$ cat src/rtl/dma_chan_engine.sv
module dma_chan_engine #(
  parameter int CNT_W      = 12,
  parameter int MAX_NARROW = 'h3FF,
  parameter int MAX_WIDE   = 'h7FF
) (
  input  logic        clk,
  input  logic        rst_n,
  input  logic        reg_we,
  input  logic [1:0]  reg_idx,
  input  logic [31:0] reg_wdata,
  output logic [31:0] reg_rdata,
  input  logic        start,
  input  logic [1:0]  mode,
  input  logic        dir,
  output logic        bus_req,
  output logic        bus_we,
  output logic [31:0] bus_addr,
  output logic [31:0] bus_wdata,
  input  logic        bus_gnt,
  input  logic [31:0] bus_rdata,
  output logic [1:0]  state_o,
  output logic        done_evt,
  output logic        err_evt
);
  localparam logic [1:0] PH_IDLE = 2'd0, PH_FETCH = 2'd1, PH_RD = 2'd2, PH_WR = 2'd3;

  logic [1:0]       ph, widx;
  logic             chain_r;
  logic [31:0]      dev_r, mem_r, size_r, next_r, base_r, hold_r;
  logic [CNT_W-1:0] cnt_r;

  wire [1:0]       wcode  = size_r[CNT_W+1:CNT_W];
  wire [CNT_W-1:0] count  = size_r[CNT_W-1:0];
  wire [31:0]      wbytes = (wcode == 2'd3) ? 32'd1 : (wcode == 2'd2) ? 32'd2 : 32'd4;
  wire [CNT_W-1:0] limit  = (wcode == 2'd0) ? CNT_W'(MAX_WIDE) : CNT_W'(MAX_NARROW);
  wire             bad    = (wcode == 2'd1) || (count > limit);
  wire [31:0]      nxt    = (ph == PH_FETCH) ? bus_rdata : next_r;

  wire launch = (ph == PH_IDLE && start && mode == 2'd2) ||
                (ph == PH_FETCH && bus_gnt && widx == 2'd3);
  wire finish = (launch && !bad && count == '0) ||
                (ph == PH_WR && bus_gnt && cnt_r == CNT_W'(1));
  wire follow = ph != PH_IDLE && chain_r && nxt[1];

  assign bus_req   = ph != PH_IDLE;
  assign bus_we    = ph == PH_WR;
  assign bus_wdata = hold_r;
  assign state_o   = (ph == PH_IDLE) ? 2'd0 : !bus_gnt ? 2'd2 : (ph == PH_FETCH) ? 2'd1 : 2'd3;

  always_comb begin
    case (ph)
      PH_FETCH: bus_addr = base_r + {28'd0, widx, 2'b00};
      PH_RD:    bus_addr = dir ? mem_r : dev_r;
      PH_WR:    bus_addr = dir ? dev_r : mem_r;
      default:  bus_addr = 32'd0;
    endcase
  end

  always_comb begin
    case (reg_idx)
      2'd0:    reg_rdata = dev_r;
      2'd1:    reg_rdata = mem_r;
      2'd2:    reg_rdata = size_r;
      default: reg_rdata = next_r;
    endcase
  end

  always_ff @(posedge clk) begin
    if (!rst_n) begin
      ph <= PH_IDLE; widx <= '0; chain_r <= 1'b0; cnt_r <= '0;
      dev_r <= '0; mem_r <= '0; size_r <= '0; next_r <= '0;
      base_r <= '0; hold_r <= '0;
      done_evt <= 1'b0; err_evt <= 1'b0;
    end else begin
      done_evt <= 1'b0;
      err_evt  <= 1'b0;
      if (ph == PH_IDLE && reg_we)
        case (reg_idx)
          2'd0:    dev_r  <= reg_wdata;
          2'd1:    mem_r  <= reg_wdata;
          2'd2:    size_r <= reg_wdata;
          default: next_r <= reg_wdata;
        endcase
      if (mode == 2'd0) begin
        ph <= PH_IDLE;
      end else begin
        case (ph)
          PH_IDLE:
            if (start && mode == 2'd1) begin
              ph <= PH_FETCH; base_r <= {next_r[31:2], 2'b00}; widx <= '0; chain_r <= 1'b1;
            end else if (start && mode == 2'd2) begin
              chain_r <= 1'b0;
            end
          PH_FETCH:
            if (bus_gnt) begin
              case (widx)
                2'd0:    dev_r  <= bus_rdata;
                2'd1:    mem_r  <= bus_rdata;
                2'd2:    size_r <= bus_rdata;
                default: next_r <= bus_rdata;
              endcase
              widx <= widx + 2'd1;
            end
          PH_RD:
            if (bus_gnt) begin hold_r <= bus_rdata; ph <= PH_WR; end
          default:
            if (bus_gnt) begin
              mem_r <= mem_r + wbytes; cnt_r <= cnt_r - CNT_W'(1); ph <= PH_RD;
            end
        endcase
        if (launch) begin
          if (bad) begin
            err_evt <= 1'b1; done_evt <= 1'b1; ph <= PH_IDLE;
          end else begin
            cnt_r <= count; ph <= PH_RD;
          end
        end
        if (finish) begin
          done_evt <= nxt[0];
          if (follow) begin
            ph <= PH_FETCH; base_r <= {nxt[31:2], 2'b00}; widx <= '0;
          end else begin
            ph <= PH_IDLE;
          end
        end
      end
    end
  end
endmodule

$ cat config.mk
export PLATFORM = sky130hd
export DESIGN_NAME = dma_chan_engine
export DESIGN_NICKNAME = d
export VERILOG_FILES = /design/src/rtl/dma_chan_engine.sv
export SDC_FILE = /design/constraint.sdc
export NUM_CORES = 1
export LEC_CHECK = 0
export BUFFER_PORTS_ARGS = -buffer_cell sky130_fd_sc_hd__buf_2
export CAP_MARGIN = 20
export CORE_UTILIZATION = 36
export DETAILED_ROUTE_END_ITERATION = 10
export SYNTH_ARGS = -nofsm -noshare
export SYNTH_HDL_FRONTEND = slang
export SYNTH_SLANG_ARGS = --single-unit
$ cat constraint.sdc
create_clock -name clk -period 6.61 [get_ports clk]
set_clock_uncertainty 0.2 [all_clocks]
set_input_delay 0.661 -clock clk [delete_from_list [all_inputs] [get_ports clk]]
set_output_delay 0.661 -clock clk [all_outputs]
set_load 0.05 [all_outputs]
* After elaboration in Yosys (flattened, before gate mapping)
Index checks and enable logic that the tools add are counted.
** Word-level totals
- Bits in registers :: 211
- Input bits :: 74
- Output and inout bits :: 102
- Logic and storage cells :: 132
** Operators by class
- $add $sub $neg :: 4
- $lt $le $gt $ge :: 1
- Equal/unequal tests :: 17
- Mux-type cells :: 62
- Bitwise gates (word level) :: 2
- Reduce and logical (&&, ||, !) cells :: 34
** Operator list (count)
- $mux 32 :: 31
- $pmux 32 s3 :: 2
- $pmux 32 s2 :: 1
- $mux 12 :: 4
- $add 32x3->32 :: 1
- $add 32x4->32 :: 1
- $mux 2 :: 13
- $eq 2x2->1 const B :: 8
- $logic_and 1x1->1 :: 13
- $eq 12x1->1 const B :: 1
- $gt 12x11->1 :: 1
- $logic_not 12->1 :: 1
- $sub 12x1->12 const B :: 1
- $mux 11 :: 1
- $eq 2x1->1 const B :: 5
- $logic_not 2->1 :: 5
- $reduce_or 3->1 :: 3
- $mux 1 :: 6
- $mux 3 :: 2
- $pmux 2 s3 :: 1
- $reduce_and 3->1 :: 2
- $ne 4x3->1 const B :: 1
- $ne 4x4->1 const B :: 1
- $pmux 2 s2 :: 1
- 9 further kinds :: 14

* Logic depth before layout (Yosys ltp)
- Word-level depth :: 10
- Mapped depth :: 9
- Mapped depth without buffers :: 9

* Worst setup path after synthesis
Ideal clock, no wire load.
- Kind :: register to output
- Start :: register widx[0]
- End :: output bus_addr[24]
- Arrival :: 3.044 ns
- Required time :: 5.749 ns
- Setup slack :: 2.705 ns
- Cell stages (with the launch flop) :: 10
- Buffers on the path :: 1
- Cell sequence :: dfxtp_1 > ha_1 > fa_1 > and3_1 > clkbuf_1 > nand4_1 > nor2_1 > nand3_1 > xor2_1 > o31ai_1
** Between the ends
- Longest elaborated chain between the ends :: 2
** Ends and longest elaborated chain
- from (decl) :: line 27 : logic [1:0] ph, widx;
- from (signal assigned) :: line 102 : widx <= widx + 2'd1;
- $add 32x4->32 :: line 52 : PH_FETCH: bus_addr = base_r + {28'd0, widx, 2'b00};
- $pmux 32 s3 :: line 51 : case (ph)
- to (decl) :: line 17 : output logic [31:0] bus_addr,
Every way passes these cells.

* Worst setup path after layout
- Start :: register widx[0]
- End :: output bus_addr[31]
The elaborated chain is that of the path after synthesis.

==> metrics.cfg <==
[critical_path]
critPathMaxFanout = 7
crit_type = register to output pin
crit_required_ps = 5750
timing.critical_path.arrival_ps = 3540
start_kind = register
cp-end-kind = output pin

[floorplan]
placementRows = 70
pin_count = 176
core_mm2 = 0.03652
fp.dieH_um = 194.4
dieArea_mm2 = 0.03780
die_x_um = 194.4
start_util_pct = 36.49

[run_status]
outcome = finished clean

[synth]
synthAdderAreaFrac_pct = 1.521
mappedNetlistArea_mm2 = 0.01333
synth-edff-count = 0
synth_async_sr_flop_share_pct = 0
ys_ff_latch = 211
synth_cells = 1592
ys_warn_count = 0
synth_area_per_cell_um2 = 8.372
yosysUniqueCellTypes = 68
synth_xor_area_share_pct = 3.811
synth-simple-area-share_pct = 18.79
ys_seq_area_share_pct = 31.69
synth_nets = 1681
synth_top_family_by_area = compound AO/OA/AOI/OAI gates
ys.flop_type = dfxtp_1
synth.area.mux_share_pct = 19.77
synth_compound_area_share_pct = 19.79

[power]
power.density_mw_per_mm2 = 218.5
ir_drop_mv = 0.1864
leakage_uw = 0.005972

[clocking]
postCtsSetupBuffers = 0
htreeDepth = 1
cts_buffers = 27
cts_tree = built
clock_path_buffers = 3
cts_resized = 0
cts.sinks = 211
root_buffer = clkbuf_16
clk_pin_slew_ps = 60
holdBufCountCts = 0
clk_latency_ps = 530

[detailed_routing]
ant_nets = 0
avgViaCountPerCell = 6.017
drt-pass1-iter-count = 7
post_drt_wl_per_cell_um = 22.57
routed_wirelength_um = 49250
num_vias = 13130
drc = 0
drtIter0Drc = 1264

[worst_hold_path]
min_path_type = input pin to register

[sta]
setup_tns_ps = 0
relSlewSlack_pct = 23.55
worstMarginPinSlew_ps = 1147
hold_violations = 0
rsz0062_at_grt = no
fin_crit_ps = 4404
setup_ws_ps = 2206
max_freq_mhz = 227.1
final-max-slew-violation-count = 0
setup_viol = 0
min_period_over_period_pct = 66.62

[layout]
fin_nets = 1785
seqCellArea_mm2 = 0.004225
area_growth_pct = 16.12
num_antenna_cells = 0
drive_gt1_share_pct = 20.54
instances_no_fill = 2182
nFillCells = 3670
multi_input_area_mm2 = 0.008544

[grt]
grt_pass1_vias = 12590
grt_usage_pct = 25.38
overflow = 0
grt_max_degree = 93
antenna_found_initial = 1
grt_pass1_wl_um = 75820

[job]
drv_cap = 0

[placed_design]
gp_congestion = 0.8981
io_buffers = 175
dp_slack_ps = 2286
dp.cells = 2132
dp_hpwl_um = 33940

per-stage QoR:
step	total power, uW	hold slack [ps]	utilization (%)	instance area [um2]
final	3381	214.2	42.37	15480
after global routing	3483	225.2	42.37	15480
after CTS	3394	202.3	42.18	15410
after detailed placement	1906	244.6	39.77	14520
after global placement	1895	238.9	39.66	14490
after floorplan	1734	229.6	-	13330
kinds of logic (layout without fill, tap and decap cells):
family | after synthesis | count (layout)
AOI/OAI and AO/OA | 396 | 396
xor gates and xnor gates | 58 | 58
adders and majority gates | 15 | 15
buffers and inverters | 145 | 267
DFF | 211 | 211
muxes | 218 | 218
and+or+nand+nor | 549 | 549
cell usage in the layout, fill, tap and decap left out, types with 7 or more instances in the layout:
master	instances
a211o_1	16
a211oi_1	100
a21oi_1	72
a22oi_1	26
a31oi_1	37
and3_1	14
buf_2	175
buf_4	27
clkbuf_16	27
clkbuf_8	10
dfxtp_1	210
ha_1	13
inv_1	12
mux2_2	42
mux2i_1	144
mux4_2	32
nand2_1	247
nand3_1	21
nand4_1	16
nor2_1	145
nor3_1	14
nor4_1	11
o21ai_0	55
o221ai_1	13
o22ai_1	31
o31ai_1	7
or3_1	30
xnor2_1	27
xor2_1	30
routing by layer:
metal	share of wire, %	track usage (%)	routed length, um	vias to the layer above
met3	7.4	3.800	3648	125
met1	44	34.81	21520	6362
met5	0.022	0	11	-
li1	-	-	-	6070
met2	45	39.52	22080	570
met4	4.0	10.91	1985	2
power by group:
| group | internal [uW] | leakage [uW] | switching, uW | total, uW |
|---|---|---|---|---|
| registers | 1320 | 0.00171 | 69.1 | 1390 |
| logic | 183 | 0.00382 | 317 | 501 |
| clock network | 893 | 0.000440 | 595 | 1490 |
final timing paths:
kind | slack (ps) | cells after the start | start | end
setup / recovery | 2210 | 8 | widx[0]$_SDFFE_PN0N_ | bus_addr[31]
hold reg to reg | 250 | 2 | bus_wdata[12]$_SDFFE_PN0P_ | bus_wdata[12]$_SDFFE_PN0P_
setup reg to reg | 2640 | 8 | ph[1]$_SDFFE_PP0P_ | base_r[16]$_SDFFE_PN0N_
hold / removal | 210 | 3 | bus_rdata[14] | bus_wdata[14]$_SDFFE_PN0P_
Yosys cell counts (31+ instances only):
cell	number	area [um2]
nand2_1	250	938.4
dfxtp_1	211	4224
nor2_1	146	548.0
mux2i_1	144	1441
a211oi_1	100	750.7
clkbuf_1	79	296.5
a21oi_1	72	360.4
o21ai_0	55	275.3
mux2_2	42	473.0
a31oi_1	37	231.5
buf_2	33	165.2
mux4_2	32	720.7
o22ai_1	31	193.9
area by class of cell:
type / count / area share (%)
inverter: 13 / 0.3315
clock buffer: 42 / 5.376
timing repair buffer: 207 / 7.672
multi-input combinational: 1236 / 55.21
tap: 468 / 3.784
sequential: 211 / 27.30
clock inverter: 5 / 0.3234
state kept, by name, indices dropped and copies added, names as in the netlist, 2 cells and up:
register	cells
base_r	32
bus_wdata	32
dev_r	32
mem_r	32
next_r	32
size_r	32
cnt_r	12
ph	2
widx	2
critical path, stage by stage, from the launching register on:
cell and delay (ps):
dfxtp_1 460, ha_1 240, a21o_1 160, nand4_1 280, nor3_1 870, nand3_1 210, xor2_1 220, o21ai_1 250
buf_2 320
(Power assumes the default switching activity.)
